`src/rtl/tbase_pkg.sv`:
```
package tbase_pkg;

    typedef enum logic [1:0] {
        RA_PERIOD = 2'd0,
        RA_PHASE  = 2'd1,
        RA_COUNT  = 2'd2,
        RA_CTRL   = 2'd3
    } reg_addr_e;

    // Control register bit positions
    localparam int CB_BUF_OFF = 0;
    localparam int CB_PH_EN   = 1;
    localparam int CB_FORCE   = 2;

    typedef struct packed {
        logic phase_en;
        logic buf_off;
    } ctrl_t;

    // Counter update selection, highest priority first
    typedef enum logic [1:0] {
        NX_WRITE,
        NX_PHASE,
        NX_WRAP,
        NX_INC
    } cnt_sel_e;

    function automatic cnt_sel_e pick_next(input logic wr, input logic sync_ld,
                                            input logic at_limit);
        if (wr)            return NX_WRITE;
        else if (sync_ld)  return NX_PHASE;
        else if (at_limit) return NX_WRAP;
        else               return NX_INC;
    endfunction

endpackage

```
`src/rtl/tbase_regs.sv`:
```
module tbase_regs
    import tbase_pkg::*;
#(
    parameter int W = 16
) (
    input  logic         clk,
    input  logic         rst,
    input  logic         we,
    input  reg_addr_e    addr,
    input  logic [W-1:0] wdata,
    input  logic         at_zero,
    output logic [W-1:0] act_prd,
    output logic [W-1:0] shd_prd,
    output logic [W-1:0] phase,
    output ctrl_t        ctrl,
    output logic         force_sync
);

    logic wr_prd, wr_phs, wr_ctl;

    assign wr_prd     = we && (addr == RA_PERIOD);
    assign wr_phs     = we && (addr == RA_PHASE);
    assign wr_ctl     = we && (addr == RA_CTRL);
    assign force_sync = wr_ctl && wdata[CB_FORCE];

    always_ff @(posedge clk) begin
        if (rst) begin
            act_prd <= '0;
            shd_prd <= '0;
            phase   <= '0;
            ctrl    <= '0;
        end else begin
            if (wr_phs)
                phase <= wdata;
            if (wr_ctl) begin
                ctrl.buf_off  <= wdata[CB_BUF_OFF];
                ctrl.phase_en <= wdata[CB_PH_EN];
            end
            if (ctrl.buf_off) begin
                if (wr_prd)
                    act_prd <= wdata;
            end else begin
                if (wr_prd)
                    shd_prd <= wdata;
                if (at_zero)
                    act_prd <= shd_prd;
            end
        end
    end

endmodule

```
`src/rtl/tbase_counter.sv`:
```
module tbase_counter
    import tbase_pkg::*;
#(
    parameter int W = 16
) (
    input  logic         clk,
    input  logic         rst,
    input  logic         wr,
    input  logic [W-1:0] wdata,
    input  logic         sync_ld,
    input  logic [W-1:0] phase,
    input  logic [W-1:0] limit,
    output logic [W-1:0] cnt
);

    localparam logic [W-1:0] ONE = W'(1);

    cnt_sel_e     sel;
    logic [W-1:0] nxt;

    always_comb begin
        sel = pick_next(wr, sync_ld, cnt >= limit);
        unique case (sel)
            NX_WRITE: nxt = wdata;
            NX_PHASE: nxt = phase;
            NX_WRAP:  nxt = '0;
            default:  nxt = cnt + ONE;
        endcase
    end

    always_ff @(posedge clk) begin
        if (rst) cnt <= '0;
        else     cnt <= nxt;
    end

endmodule

```
`src/rtl/pwm_timebase.sv`:
```
module pwm_timebase
    import tbase_pkg::*;
#(
    parameter int W = 16
) (
    input  logic         clk,
    input  logic         rst,
    input  logic         reg_we,
    input  logic [1:0]   reg_addr,
    input  logic [W-1:0] reg_wdata,
    input  logic [1:0]   reg_raddr,
    output logic [W-1:0] reg_rdata,
    input  logic         sync_in,
    output logic [W-1:0] cnt_out,
    output logic         zero_pulse
);

    logic [W-1:0] act_prd, shd_prd, phase_val;
    ctrl_t        ctrl_q;
    logic         force_sync, sync_evt, cnt_wr, at_zero;
    logic         phase_en_w, buf_off_w;
    reg_addr_e    waddr, raddr;

    assign waddr      = reg_addr_e'(reg_addr);
    assign raddr      = reg_addr_e'(reg_raddr);
    assign phase_en_w = ctrl_q.phase_en;
    assign buf_off_w  = ctrl_q.buf_off;
    assign at_zero    = (cnt_out == '0);
    assign zero_pulse = at_zero;
    assign cnt_wr     = reg_we && (waddr == RA_COUNT);
    assign sync_evt   = phase_en_w && (sync_in || force_sync);

    tbase_regs #(.W(W)) u_regs (
        .clk        (clk),
        .rst        (rst),
        .we         (reg_we),
        .addr       (waddr),
        .wdata      (reg_wdata),
        .at_zero    (at_zero),
        .act_prd    (act_prd),
        .shd_prd    (shd_prd),
        .phase      (phase_val),
        .ctrl       (ctrl_q),
        .force_sync (force_sync)
    );

    tbase_counter #(.W(W)) u_cnt (
        .clk     (clk),
        .rst     (rst),
        .wr      (cnt_wr),
        .wdata   (reg_wdata),
        .sync_ld (sync_evt),
        .phase   (phase_val),
        .limit   (act_prd),
        .cnt     (cnt_out)
    );

    always_comb begin
        unique case (raddr)
            RA_PERIOD: reg_rdata = buf_off_w ? act_prd : shd_prd;
            RA_PHASE:  reg_rdata = phase_val;
            RA_COUNT:  reg_rdata = cnt_out;
            default: begin
                reg_rdata             = '0;
                reg_rdata[CB_BUF_OFF] = buf_off_w;
                reg_rdata[CB_PH_EN]   = phase_en_w;
            end
        endcase
    end

endmodule

```
`config.mk`:
```
export PLATFORM = sky130hd
export DESIGN_NAME = pwm_timebase
export DESIGN_NICKNAME = d
export VERILOG_FILES = /design/src/rtl/tbase_pkg.sv /design/src/rtl/tbase_regs.sv /design/src/rtl/tbase_counter.sv /design/src/rtl/pwm_timebase.sv
export SDC_FILE = /design/constraint.sdc
export NUM_CORES = 1
export LEC_CHECK = 0
export BUFFER_PORTS_ARGS = -buffer_cell sky130_fd_sc_hd__buf_4
export CORE_UTILIZATION = 40
export CTS_CLUSTER_SIZE = 25
export DETAILED_ROUTE_END_ITERATION = 10
export HOLD_SLACK_MARGIN = 0.02
export PLACE_DENSITY = 0.56
export SYNTH_ARGS = -nofsm -noshare
export SYNTH_HDL_FRONTEND = slang
export SYNTH_SLANG_ARGS = --single-unit
```
`constraint.sdc`:
```
create_clock -name clk -period 2.5 [get_ports clk]
set_clock_uncertainty 0.1 [all_clocks]
set_input_delay 0 -clock clk [delete_from_list [all_inputs] [get_ports clk]]
set_output_delay 0 -clock clk [all_outputs]
set_load 0.01 [all_outputs]
```
==> out/metrics.cfg <==
[status]
status=complete, no violations

[timing]
relSlewSlack=0.421
drv_slew=0
postLayoutSetupSlackWorst_ns=0.197
min_period_ns=2.30
tns_ns=0
holdWs_ns=0.308
setup_viol=0
fmax_mhz=434
finalCritPeriodShare=0.921
max_slew.worst_pin.slew_ns=0.869
hold_viol_final=0

[logic_synthesis]
synth.distinct_cells=41
synth_nets=554
ys.flop_type=dfxtp_1
synth_top_area_share=0.337
synthArstFlopShare=0
synthCells=512
synth_seq_cells=66
syn_area_um2=3920
synth.avg_cell_area_um2=7.65
yosys_warnings=0
synth_enable_flop_cells=0
synth.yosys.seq_area_share=0.337
yosysTopAreaCell=dfxtp_1
synth.area.top_cells=dfxtp_1 (34%), a21oi_1 (8.6%), nand2_1 (8.3%)

[worst_setup_path]
crit_cells=7
cp_max_fo=14
critPathSlowestCell=a2111o_1
crit_start=u_cnt.cnt[0]
crit_end=u_cnt.cnt[6]
cp_num_buf_inv=1
arrival_ns=2.46
r2r-end=u_cnt.cnt[6]
slowest_delay_ns=0.42
crit_type=reg -> reg
rrSetupSlack_ns=0.20
end_kind=register
timing.rr.start=u_cnt.cnt[0]
cp_top_family=compound AO/OA/AOI/OAI gates
crit_chain=inv_1, ha_1, nand2b_1, a2111o_1, a31oi_2, nand3_4, o31ai_1
required_ns=2.65
critPathLaunchType=register
r2r_cells=7

[cts]
cts_setup_buffers=0
cts_tree=yes
cts_buffers=9
clock_sinks=66
htree_levels=3
clk_pin_slew_ns=0.08
clock_latency_ns=0.35
clk_path_buf_depth=2
clockRootBuffer=clkbuf_8

[power_and_ir_drop]
p_per_area_nw_per_um2=733
peakVddDrop_uv=358
p_leak_nw=1.83

[grt]
gr-usage-all-layers=0.262
grt_pass1_wl_mm=20.0
grt_overflow=0
grt_pass1_vias=3625
grt_max_degree=41
antenna_found_initial=0

[placed_design]
dpl_cell_area_um2=4520
pre_cts_ws_ns=0.120
io_buffers=56
gp_congestion=0.847
dp_hpwl_mm=8.53

[detailed_routing]
drt_pass1_iterations=4
routedWlPerCell_um=17.3
drcViolationCount=0
drt_iter0_markers=180
ant_nets=0
finalWirelength_mm=12.5
vias=3825
drt-vias-per-instance=5.32

[die]
start_util=0.418
die_x_um=101
pin_count=57
die_area_um2=10200
coreArea_um2=9370
die_h_um=101
rows=35

[min_path]
min_path_type=in -> reg

[final_layout]
diodes=0
drive_gt1_frac=0.180
area_growth_pct=25.7
postLayoutCellArea_um2=4920
final_nets=627

[job]
cap_violations=0

==> cells in the final DEF, fill, tap and decap left out, types with 2 or more instances in the layout <==
cell           Yosys  routed
a211oi_1          17      17
a21oi_1           67      67
a31oi_1            3       3
buf_4              2      77
clkbuf_1          23       3
clkbuf_8           0      11
dfxtp_1           66      65
dlygate4sd3_1      0      20
ha_1              18      18
inv_1             23      23
mux2_2             2       2
mux2i_1           32      32
nand2_1           87      87
nand2b_1           4       4
nand3_1           10      10
nand3b_1           2       2
nand4_1            8       8
nor2_1            55      55
nor2b_1            3       3
nor3_1             4       4
nor4_1             4       4
o21ai_0           18      18
o31ai_1            4       4
o31ai_2            9       9
or3_1             13      13
xnor2_1            5       5
xor2_1             9       9
==> routing by layer <==
metal	GRT usage	routed length (µm)
met3	0.0305	642
met1	0.380	6010
met5	0	0
met2	0.396	5490
met4	0.101	304
==> flip-flops by register name, indices dropped and copies added, names as in the netlist <==
| name | cells |
|---|---|
| u_cnt.cnt | 16 |
| u_regs.act_prd | 16 |
| u_regs.ctrl | 2 |
| u_regs.phase | 16 |
| u_regs.shd_prd | 16 |
==> cell usage after synthesis, types with 2 or more instances <==
cell type / number
a31oi_1: 3
o31ai_2: 9
nor4_1: 4
buf_2: 8
nor2_1: 55
a211oi_1: 17
o21ai_0: 18
xor2_1: 9
a21oi_1: 67
inv_1: 23
o31ai_1: 4
buf_1: 2
nand2_1: 87
buf_4: 2
mux2i_1: 32
mux2_2: 2
clkbuf_1: 23
nand4_1: 8
nand3b_1: 2
nor2b_1: 3
nor3_1: 4
dfxtp_1: 66
nand3_1: 10
xnor2_1: 5
ha_1: 18
nand2b_1: 4
or3_1: 13
==> report_power, final <==
group	internal, mW	switching [mW]
Combinational	0.547	0.776
Clock	0.516	0.418
Sequential	1.21	0.141
==> worst reg2reg max path: stages (launching register included) <==
cell and delay (ns):
dfxtp_1 0.34, inv_1 0.07, ha_1 0.28, nand2b_1 0.14, a2111o_1 0.42, a31oi_2 0.24, nand3_4 0.27, o31ai_1 0.34
==> logic make-up (layout without fill, tap and decap cells) <==
kind of cell	count (synthesis)	after routing	share of synthesized area
xor+xnor	14	14	0.0313
simple gates	196	196	0.222
buf+inv	59	137	0.0629
mux	35	35	0.0933
compound gates	124	124	0.196
fa+ha+maj	18	18	0.0575
flops	66	66	0.337
==> repair_timing <==
| item | 4_1_cts | 5_1_grt |
|---|---|---|
| hold buffers | 20 | 0 |
| hold endpoints to repair | 63 | 0 |
| gates resized for setup | 0 | 1 |
| setup endpoints to repair | 0 | 13 |
==> worst min path at each step <==
stage,from,depth (start not counted),endpoint
3_5_place_dp,reg_wdata[6],3,u_regs.shd_prd[6]
6_report,sync_in,6,u_cnt.cnt[8]
2_1_floorplan,reg_wdata[1],2,u_regs.phase[1]
4_1_cts,sync_in,6,u_cnt.cnt[8]
5_1_grt,sync_in,6,u_cnt.cnt[8]
3_3_place_gp,reg_wdata[7],3,u_regs.phase[7]
==> per-stage QoR <==
stage / power, mW / cells / utilization
6_report: 3.61 / 719 / 0.525
5_1_grt: 3.85 / 719 / 0.525
3_5_place_dp: 2.66 / 683 / 0.482
2_1_floorplan: 2.23 / 512 / -
3_3_place_gp: 2.64 / 683 / 0.482
4_1_cts: 3.61 / 719 / 0.525
==> area by class of cell <==
class / instances / area [µm²]
clock buffers: 14 / 163
clock inverters: 2 / 35.0
fillers: 959 / 4450
inverters: 23 / 86.3
multi-input cells: 387 / 2360
flip-flops and latches: 66 / 1320
well taps: 129 / 161
repair buffers: 98 / 798
(Power assumes the default switching activity.)
